### src/rtl/wsd_pkg.sv
package wsd_pkg;

  // number of warps a block of the given thread count occupies
  function automatic int warps_needed(int threads, int lanes);
    return (threads + lanes - 1) / lanes;
  endfunction

  // active lanes in the final warp of a block (threads > 0)
  function automatic int last_lanes(int threads, int lanes);
    return threads - (warps_needed(threads, lanes) - 1) * lanes;
  endfunction

  // scheduler for warp k when the rotating pointer stands at ptr
  function automatic int sched_pick(int ptr, int k, int nsched);
    return (ptr + k) % nsched;
  endfunction

endpackage

### src/rtl/wsd_admit.sv
module wsd_admit
  import wsd_pkg::*;
#(
  parameter int LANES     = 32,
  parameter int MAX_WARPS = 32,
  parameter int SLOTS     = 64,
  parameter int NTAGS     = 16,
  parameter int THR_W     = 12,
  parameter int CNT_W     = 6,
  parameter int LANE_W    = 6,
  parameter int TAG_W     = 4
) (
  input  logic              req_valid,
  input  logic [THR_W-1:0]  req_threads,
  input  logic              busy,
  input  logic [SLOTS-1:0]  free_mask,
  input  logic [NTAGS-1:0]  tag_free,
  output logic              req_ready,
  output logic              req_reject,
  output logic              admit,
  output logic [SLOTS-1:0]  take_mask,
  output logic [TAG_W-1:0]  take_tag,
  output logic [CNT_W-1:0]  need_warps,
  output logic [LANE_W-1:0] lanes_last
);
  localparam int MAX_THREADS = LANES * MAX_WARPS;

  logic bad;
  logic fits;
  int   need;
  int   cnt;
  logic tag_found;

  always_comb begin
    bad  = (req_threads == '0) || (int'(req_threads) > MAX_THREADS);
    need = bad ? 0 : warps_needed(int'(req_threads), LANES);
    need_warps = CNT_W'(need);
    lanes_last = bad ? '0 : LANE_W'(last_lanes(int'(req_threads), LANES));
  end

  // lowest free slots, as many as the block needs
  always_comb begin
    take_mask = '0;
    cnt = 0;
    for (int i = 0; i < SLOTS; i++) begin
      if (free_mask[i] && (cnt < need)) begin
        take_mask[i] = 1'b1;
        cnt = cnt + 1;
      end
    end
  end

  // lowest free tag
  always_comb begin
    take_tag  = '0;
    tag_found = 1'b0;
    for (int t = 0; t < NTAGS; t++) begin
      if (tag_free[t] && !tag_found) begin
        take_tag  = TAG_W'(t);
        tag_found = 1'b1;
      end
    end
  end

  always_comb begin
    fits       = ($countones(free_mask) >= need) && tag_found;
    req_ready  = !busy && (bad || fits);
    req_reject = bad;
    admit      = req_valid && req_ready && !bad;
  end

endmodule

### src/rtl/wsd_slot_table.sv
module wsd_slot_table #(
  parameter int SLOTS = 64,
  parameter int NTAGS = 16,
  parameter int TAG_W = 4
) (
  input  logic             clk,
  input  logic             rst_n,
  input  logic             admit,
  input  logic [SLOTS-1:0] take_mask,
  input  logic [TAG_W-1:0] take_tag,
  input  logic             done_valid,
  input  logic [TAG_W-1:0] done_blk,
  output logic [SLOTS-1:0] free_mask,
  output logic [NTAGS-1:0] tag_free,
  output logic             release_fire,
  output logic [SLOTS-1:0] rel_mask
);
  logic [SLOTS-1:0] used;
  logic [NTAGS-1:0] live;
  logic [SLOTS-1:0] owned [NTAGS];

  assign release_fire = done_valid && live[done_blk];
  assign rel_mask     = release_fire ? owned[done_blk] : '0;
  assign free_mask    = ~used;
  assign tag_free     = ~live;

  always_ff @(posedge clk) begin
    if (!rst_n) begin
      used <= '0;
      live <= '0;
      for (int t = 0; t < NTAGS; t++) owned[t] <= '0;
    end else begin
      used <= (used & ~rel_mask) | (admit ? take_mask : '0);
      if (release_fire) begin
        live[done_blk]  <= 1'b0;
        owned[done_blk] <= '0;
      end
      if (admit) begin
        live[take_tag]  <= 1'b1;
        owned[take_tag] <= take_mask;
      end
    end
  end

endmodule

### src/rtl/wsd_emitter.sv
module wsd_emitter #(
  parameter int LANES   = 32,
  parameter int SLOTS   = 64,
  parameter int NSCHED  = 4,
  parameter int CNT_W   = 6,
  parameter int LANE_W  = 6,
  parameter int TAG_W   = 4,
  parameter int SLOT_W  = 6,
  parameter int SCHED_W = 2,
  parameter int BASE_W  = 10
) (
  input  logic               clk,
  input  logic               rst_n,
  input  logic               admit,
  input  logic [SLOTS-1:0]   take_mask,
  input  logic [TAG_W-1:0]   take_tag,
  input  logic [CNT_W-1:0]   need_warps,
  input  logic [LANE_W-1:0]  lanes_last,
  output logic               busy,
  output logic               asg_valid,
  output logic [TAG_W-1:0]   asg_blk,
  output logic [SLOT_W-1:0]  asg_slot,
  output logic [SCHED_W-1:0] asg_sched,
  output logic [BASE_W-1:0]  asg_base,
  output logic [LANES-1:0]   asg_mask,
  output logic               asg_last
);
  logic [SLOTS-1:0]   pend;
  logic [CNT_W-1:0]   widx;
  logic [CNT_W-1:0]   nwarps;
  logic [LANE_W-1:0]  ll;
  logic [TAG_W-1:0]   tag_q;
  logic [SCHED_W-1:0] sched_cur;
  logic [SCHED_W-1:0] rr_ptr;
  logic               slot_found;

  assign busy      = |pend;
  assign asg_valid = busy;
  assign asg_blk   = tag_q;
  assign asg_sched = sched_cur;
  assign asg_last  = busy && (widx == nwarps - CNT_W'(1));
  assign asg_base  = BASE_W'(int'(widx) * LANES);

  always_comb begin
    asg_slot   = '0;
    slot_found = 1'b0;
    for (int i = 0; i < SLOTS; i++) begin
      if (pend[i] && !slot_found) begin
        asg_slot   = SLOT_W'(i);
        slot_found = 1'b1;
      end
    end
  end

  always_comb begin
    for (int i = 0; i < LANES; i++)
      asg_mask[i] = busy && (!asg_last || (i < int'(ll)));
  end

  always_ff @(posedge clk) begin
    if (!rst_n) begin
      pend      <= '0;
      widx      <= '0;
      nwarps    <= '0;
      ll        <= '0;
      tag_q     <= '0;
      sched_cur <= '0;
      rr_ptr    <= '0;
    end else if (admit) begin
      pend      <= take_mask;
      widx      <= '0;
      nwarps    <= need_warps;
      ll        <= lanes_last;
      tag_q     <= take_tag;
      sched_cur <= rr_ptr;
      rr_ptr    <= SCHED_W'((int'(rr_ptr) + int'(need_warps)) % NSCHED);
    end else if (busy) begin
      pend      <= pend & (pend - SLOTS'(1));
      widx      <= widx + CNT_W'(1);
      sched_cur <= (int'(sched_cur) == NSCHED - 1) ? '0 : sched_cur + SCHED_W'(1);
    end
  end

endmodule

### src/rtl/warp_slot_dispatch.sv
module warp_slot_dispatch #(
  parameter int LANES     = 32,
  parameter int MAX_WARPS = 32,
  parameter int SLOTS     = 64,
  parameter int NSCHED    = 4,
  parameter int NTAGS     = 16,
  localparam int THR_W    = $clog2(LANES * MAX_WARPS) + 2,
  localparam int BASE_W   = $clog2(LANES * MAX_WARPS),
  localparam int SLOT_W   = $clog2(SLOTS),
  localparam int SCHED_W  = $clog2(NSCHED),
  localparam int TAG_W    = $clog2(NTAGS)
) (
  input  logic               clk,
  input  logic               rst_n,
  input  logic               req_valid,
  input  logic [THR_W-1:0]   req_threads,
  output logic               req_ready,
  output logic               req_reject,
  output logic [TAG_W-1:0]   req_blk,
  output logic               asg_valid,
  output logic [TAG_W-1:0]   asg_blk,
  output logic [SLOT_W-1:0]  asg_slot,
  output logic [SCHED_W-1:0] asg_sched,
  output logic [BASE_W-1:0]  asg_base,
  output logic [LANES-1:0]   asg_mask,
  output logic               asg_last,
  input  logic               done_valid,
  input  logic [TAG_W-1:0]   done_blk
);
  localparam int CNT_W  = $clog2(MAX_WARPS + 1);
  localparam int LANE_W = $clog2(LANES + 1);

  logic               busy;
  logic               admit;
  logic [SLOTS-1:0]   take_mask;
  logic [TAG_W-1:0]   take_tag;
  logic [CNT_W-1:0]   need_warps;
  logic [LANE_W-1:0]  lanes_last;
  logic [SLOTS-1:0]   free_mask;
  logic [NTAGS-1:0]   tag_free;
  logic               release_fire;
  logic [SLOTS-1:0]   rel_mask;

  assign req_blk = take_tag;

  wsd_admit #(
    .LANES(LANES), .MAX_WARPS(MAX_WARPS), .SLOTS(SLOTS), .NTAGS(NTAGS),
    .THR_W(THR_W), .CNT_W(CNT_W), .LANE_W(LANE_W), .TAG_W(TAG_W)
  ) u_admit (
    .req_valid(req_valid), .req_threads(req_threads), .busy(busy),
    .free_mask(free_mask), .tag_free(tag_free),
    .req_ready(req_ready), .req_reject(req_reject), .admit(admit),
    .take_mask(take_mask), .take_tag(take_tag),
    .need_warps(need_warps), .lanes_last(lanes_last)
  );

  wsd_slot_table #(.SLOTS(SLOTS), .NTAGS(NTAGS), .TAG_W(TAG_W)) u_table (
    .clk(clk), .rst_n(rst_n), .admit(admit), .take_mask(take_mask),
    .take_tag(take_tag), .done_valid(done_valid), .done_blk(done_blk),
    .free_mask(free_mask), .tag_free(tag_free),
    .release_fire(release_fire), .rel_mask(rel_mask)
  );

  wsd_emitter #(
    .LANES(LANES), .SLOTS(SLOTS), .NSCHED(NSCHED), .CNT_W(CNT_W),
    .LANE_W(LANE_W), .TAG_W(TAG_W), .SLOT_W(SLOT_W), .SCHED_W(SCHED_W),
    .BASE_W(BASE_W)
  ) u_emit (
    .clk(clk), .rst_n(rst_n), .admit(admit), .take_mask(take_mask),
    .take_tag(take_tag), .need_warps(need_warps), .lanes_last(lanes_last),
    .busy(busy), .asg_valid(asg_valid), .asg_blk(asg_blk),
    .asg_slot(asg_slot), .asg_sched(asg_sched), .asg_base(asg_base),
    .asg_mask(asg_mask), .asg_last(asg_last)
  );

endmodule

### config.mk
export PLATFORM = sky130hd
export DESIGN_NAME = warp_slot_dispatch
export DESIGN_NICKNAME = d
export VERILOG_FILES = /design/src/rtl/wsd_pkg.sv /design/src/rtl/wsd_admit.sv /design/src/rtl/wsd_slot_table.sv /design/src/rtl/wsd_emitter.sv /design/src/rtl/warp_slot_dispatch.sv
export SDC_FILE = /design/constraint.sdc
export NUM_CORES = 2
export LEC_CHECK = 0
export BUFFER_PORTS_ARGS = -buffer_cell sky130_fd_sc_hd__buf_2
export CAP_MARGIN = 0
export CORE_MARGIN = 2
export CORE_UTILIZATION = 55
export CTS_BUF_LIST = sky130_fd_sc_hd__clkbuf_16
export DETAILED_ROUTE_END_ITERATION = 8
export GPL_TIMING_DRIVEN = 0
export PLACE_DENSITY = 0.71
export SYNTH_ARGS = -nofsm -noshare
export SYNTH_HDL_FRONTEND = slang
export SYNTH_SLANG_ARGS = --single-unit
export TNS_END_PERCENT = 20
### constraint.sdc
create_clock -name clk -period 412.4 [get_ports clk]
set_input_delay 41.24 -clock clk [delete_from_list [all_inputs] [get_ports clk]]
set_output_delay 41.24 -clock clk [all_outputs]
set_load 0.005 [all_outputs]
# ---- Yosys cells after proc, flatten, opt, wreduce, memory -nomap -nowiden
# Memories as Yosys holds them, arrays and structs flattened.
# Index checks and enable logic that the tools add are counted.
dict set report classes {
  n_addsub 135
  n_lt_le_gt_ge 102
  eq_ne 2
  n_mux 315
  bitwise 11
  reduce_logical 304
}
# op n
set op_table {}
lappend op_table {{$mux W32} 63}
lappend op_table {{$lt A32 B32 Y1} 62}
lappend op_table {{$add A32 B2 Y32 const B} 61}
lappend op_table {{$add A32 B32 Y32} 31}
lappend op_table {{$mux W64} 6}
lappend op_table {{$mux W6} 33}
lappend op_table {{$reduce_or A64 Y1} 3}
lappend op_table {{$logic_and A1 B1 Y1} 182}
lappend op_table {{$mux W1} 158}
lappend op_table {{$and A64 B64 Y64} 2}
lappend op_table {{$not A64 Y64} 2}
lappend op_table {{$lt A5 B6 Y1 const A} 16}
lappend op_table {{$logic_not A1 Y1} 81}
lappend op_table {{$mux W5} 16}
lappend op_table {{$mux W4} 18}
lappend op_table {{$add A1 B1 Y2} 32}
lappend op_table {{$or A64 B64 Y64} 1}
lappend op_table {{$sub A64 B1 Y64 const B} 1}
lappend op_table {{$lt A4 B6 Y1 const A} 8}
lappend op_table {{$mux W16} 3}
lappend op_table {{$logic_or A1 B1 Y1} 34}
lappend op_table {{$add A32 B1 Y32} 1}
lappend op_table {{$ge A32 B32 Y1} 1}
lappend op_table {{$lt A1 B32 Y1 const A} 1}
lappend op_table {{31 further kinds} 53}
dict set report totals {
  regBits 170
  ramBits 1024
  inputBits 20
  out_inout_bits 62
  elab_cells 879
  n_memories 1
}
# name depth width rd rd_clocked_by_memory_dff write_ports line_no
set memory_table {}
lappend memory_table {u_table.owned 16 64 1 0 16 wsd_slot_table.sv:20} ;# logic [SLOTS-1:0] owned [NTAGS];

# ---- Longest topological paths before layout
dict set report logic_depth {
  word_depth 200
  depth_mapped 1048
  mapped_depth_nobuf 1016
}

# ---- Hierarchy
# Synthesis repeated with hierarchy kept, for this count alone.
dict set report unflattened {
  cells_unflattened 8651
  hier_area_um2 88496.1
}
# mod instances cells_per_inst area_per_inst_um2 seq_area_each_um2
set modules_own_cells {}
lappend modules_own_cells {wsd_slot_table 1 3327 49060.8 32351.0}
lappend modules_own_cells {wsd_admit 1 4591 33962.6 0.0}
lappend modules_own_cells {wsd_emitter 1 733 5472.7 1801.7}

# ---- Worst setup path before layout
# OpenSTA, ideal clock, no wires.
dict set report synth_path {
  kind {input -> register}
  start {in req_threads[5]}
  end {mem u_table.owned[10][63] (data pin)}
  setup_time_ns 0.139
  t_arrival_ns 205.601
  t_required_ns 412.261
  path_slack_ns 206.660
  stages 959
  n_path_buf 32
  cell_sequence {ha_1 > buf_2 > nor4bb_1 > mux2i_1 > a221oi_2 > clkbuf_1 > ha_1 > nor2b_1 > nand4_1 > and3_1 > clkbuf_1 > inv_1 > clkbuf_1 > buf_1 > nand3_1 > clkbuf_1 > ha_1 > inv_1 > (+923 left out) > o211ai_1 > clkbuf_1 > nor2_1 > and2_1 > nand4_1 > xnor2_1 > ha_1 > nor2b_1 > o21ai_0 > nand2_1 > or4_1 > nor4bb_1 > a2111oi_0 > o21ai_0 > or3b_1 > clkbuf_1 > buf_2 > nor2_1}
}
# element line_no
set synth_lines {}
lappend synth_lines {{start: declaration} warp_slot_dispatch.sv:16} ;# input logic [THR_W-1:0] req_threads,
lappend synth_lines {{end: declaration} wsd_slot_table.sv:20}

==> flow_metrics.env <==
export IMPL_gp_congestion=0.9837
export IMPL_drive_gt1_share_pct=10.37
export IMPL_async_reset_ff_share_pct=0
export IMPL_cts_sinks=1194
export IMPL_worst_path_largest_cell_delay_ns=1.17
export IMPL_final_cell_area_um2=117900
export IMPL_die_height_um=440.9
export IMPL_tritoncts_num_buffers=110
export IMPL_antenna_found_initial=14
export IMPL_syn_inst=10420
export IMPL_grt_pass1_wl_mm=537.3
export IMPL_clk_pin_slew_ns=0.06
export IMPL_setup_tns_ns=0
export IMPL_final_core_util_pct=62.08
export IMPL_post_cts_buffers=0
export IMPL_path_delay_family="compound AO/OA/AOI/OAI gates"
export IMPL_cts_hold_buf=0
export IMPL_cts_resized=0
export IMPL_critPathRequiredTime_ns=412.85
export IMPL_status="finished with violations"
export IMPL_cts_root_buf="clkbuf_16"
export IMPL_die_width_um=440.9
export IMPL_num_rows=160
export IMPL_tightest_slew_ns=1.800
export IMPL_clock_skew_ns=0.05550
export IMPL_dpl_cell_area_um2=114300
export IMPL_wl_per_cell_um=25.38
export IMPL_ys_seq_area_share_pct=32.53
export IMPL_min_period_over_period_pct=61.45
export IMPL_cts_tree="done"
export IMPL_dieArea_um2=194400
export IMPL_wl_mm=364.2
export IMPL_fmax_ghz=0.003946
export IMPL_ys_warn_count=0
export IMPL_critPathSlowestCell="a2111oi_0"
export IMPL_violations="max-capacitance violations, max-slew violations"
export IMPL_grt_usage_pct=36.89
export IMPL_fillers=15540
export IMPL_rsz0062_at_grt="no"
export IMPL_area_delta_synth_final_pct=12.35
export IMPL_core_area_um2=190000
export IMPL_routed_via_density=6.314
export IMPL_crit_path_end_kind="flip-flop"
export IMPL_max_cap_viol_count=4
export IMPL_initial_core_util_pct=55.26
export IMPL_critPathLaunchType="input port"
export IMPL_overflow=0
export IMPL_worstPathMaxFanout=10
export IMPL_final_antenna_net_count=0
export IMPL_dp_hpwl_mm=278.3
export IMPL_timing_final_max_slew_violations=26
export IMPL_grt_pass1_vias=88130
export IMPL_timing_critical_path_buf_inv=69
export IMPL_finalSetupViolCount=0
export IMPL_nNetsFinal=13390
export IMPL_path_common_cell="a21oi_1"
export IMPL_synthFlopType="edfxtp_1"
export IMPL_synth_enable_flop_cells=1024
export IMPL_grt_max_degree=47
export IMPL_ys_types=151
export IMPL_port_buffers=76
export IMPL_critPathArrivalTime_ns=253.86
export IMPL_clkLatencyLatePin_ns=0.77
export IMPL_hold_path_class="reg2reg"
export IMPL_maxSlewHeadroom_pct=-23.07
export IMPL_critPathKind="in2reg"
export IMPL_drc=0
export IMPL_reg2reg_slack_ns=205.82
export IMPL_firstDrtPassIters=8
export IMPL_drtIter0Drc=9980
export IMPL_finalHoldViolCount=0
export IMPL_via_count=90590
export IMPL_io_pins=82
export IMPL_synth_seq_cells=1194
export IMPL_syn_area_um2=105000
export IMPL_dpl_worst_slack_ns=164.19
export IMPL_syn_area_per_cell_um2=10.08
export IMPL_min_period_ns=253.41
export IMPL_ctsHtreeMaxLevel=3
export IMPL_setup_ws_ns=158.99
export IMPL_cts_buffer_depth=3
==> final cells by class <==
class	instances	area, um^2	area share (%)
multi-input cells	9353	71440	60.57
flip-flops and latches	1194	34150	28.96
well taps	2511	3142	2.664
clock buffers	110	2753	2.334
repair buffers	227	2232	1.892
plain buffers	411	1660	1.408
inverters	437	1649	1.398
clock inverters	98	903.4	0.7659
diodes	6	15.01	0.01273
==> stage by stage <==
step,std cells,hold slack [ns]
finish,14350,0.4909
global route,14340,0.5116
CTS,14340,0.4880
detailed placement,14130,0.4732
global placement,13980,0.4636
floorplan,11400,0.4402
==> cell families after synthesis <==
group | after synthesis | share of synthesized area [%]
XOR/XNOR | 380 | 4.762
buffers and inverters | 848 | 3.136
AND/OR/NAND/NOR | 3749 | 17.93
other | 1 | 0.003572
multiplexers | 450 | 8.307
flip-flops | 1194 | 32.53
adder cells (fa/ha/maj) | 1638 | 19.95
AO/OA/AOI/OAI | 2155 | 13.38
==> cell usage in the layout (no fill, tap or decap), types with 67 or more instances in the layout <==
| cell | Yosys | final |
|---|---|---|
| a21boi_0 | 88 | 88 |
| a21o_1 | 315 | 311 |
| a21oi_1 | 608 | 608 |
| and2_1 | 83 | 83 |
| and3_1 | 69 | 69 |
| buf_2 | 28 | 110 |
| buf_4 | 14 | 103 |
| clkbuf_1 | 292 | 289 |
| clkbuf_16 | 0 | 110 |
| conb_1 | 1 | 981 |
| dfxtp_1 | 170 | 170 |
| edfxtp_1 | 1024 | 1024 |
| ha_1 | 1577 | 1577 |
| inv_1 | 407 | 422 |
| mux4_2 | 325 | 325 |
| nand2_1 | 464 | 448 |
| nand2b_1 | 264 | 263 |
| nand3_1 | 216 | 215 |
| nand4_1 | 337 | 337 |
| nor2_1 | 1450 | 1450 |
| nor2b_1 | 298 | 298 |
| nor3_1 | 152 | 151 |
| o211ai_1 | 77 | 77 |
| o21a_1 | 67 | 67 |
| o21ai_0 | 486 | 485 |
| xnor2_1 | 130 | 130 |
| xor2_1 | 88 | 88 |
==> cells in the mapped netlist, types with 60 or more instances <==
cell type     n  area (um^2)
clkbuf_1    292         1096
a21boi_0     88        660.6
inv_1       407         1528
nor3_1      152        760.7
a21o_1      315         2365
a21oi_1     608         3043
nor4_1       65        406.6
nand2b_1    264         1652
and3_1       69        431.7
o21ai_0     486         2432
fa_1         60         1201
edfxtp_1   1024        30750
or2_2        61        381.6
nor2_1     1450         5443
xnor2_1     130         1139
nand3_1     216         1081
xnor2_2      63         1025
dfxtp_1     170         3403
o21a_1       67        503.0
nand4_1     337         2108
o211ai_1     77        578.1
mux2i_1      60        600.6
ha_1       1577        19730
and2_1       83        519.3
nor2b_1     298         1864
buf_1        75        281.5
xor2_1       88        770.7
mux4_2      325         7320
nand2_1     464         1742
==> worst min-delay path, stage by stage, from the launching register on <==
cell and delay, ns:
dfxtp_1 0.32, nand2_1 0.05, a21boi_0 0.06
==> per-layer routing <==
layer	share of wire [%]	track usage [%]	vias to the layer above
li1	-	-	40690
met1	38	47.45	44100
met2	45	58.51	4792
met3	11	7.171	1010
met4	6.5	20.47	4
met5	0.0047	0	-
==> flip-flops by register name, summed over array words and instances (netlist names) <==
register and cells:
u_emit.asg_sched 2, u_emit.nwarps 6, u_emit.asg_blk 4, u_table.owned 1024
u_table.used 64, u_emit.ll 6, u_emit.widx 6, u_table.live 16
u_emit.pend 64, u_emit.rr_ptr 2
==> final timing paths <==
kind,start,endpoint,cells after the start
max,req_threads[6],u_table.owned[12][63]$_SDFFCE_PN0P_,876
min,u_emit.nwarps[5]$_SDFFE_PN0P_,u_emit.nwarps[5]$_SDFFE_PN0P_,2
max reg2reg,u_table.used[0]$_SDFF_PN0_,u_table.owned[12][63]$_SDFFCE_PN0P_,959
min reg2reg,u_emit.nwarps[5]$_SDFFE_PN0P_,u_emit.nwarps[5]$_SDFFE_PN0P_,2
Power is left out: the tool's default activity adds up to more than one toggle a clock period on the data nets, which glitch-free logic cannot reach.
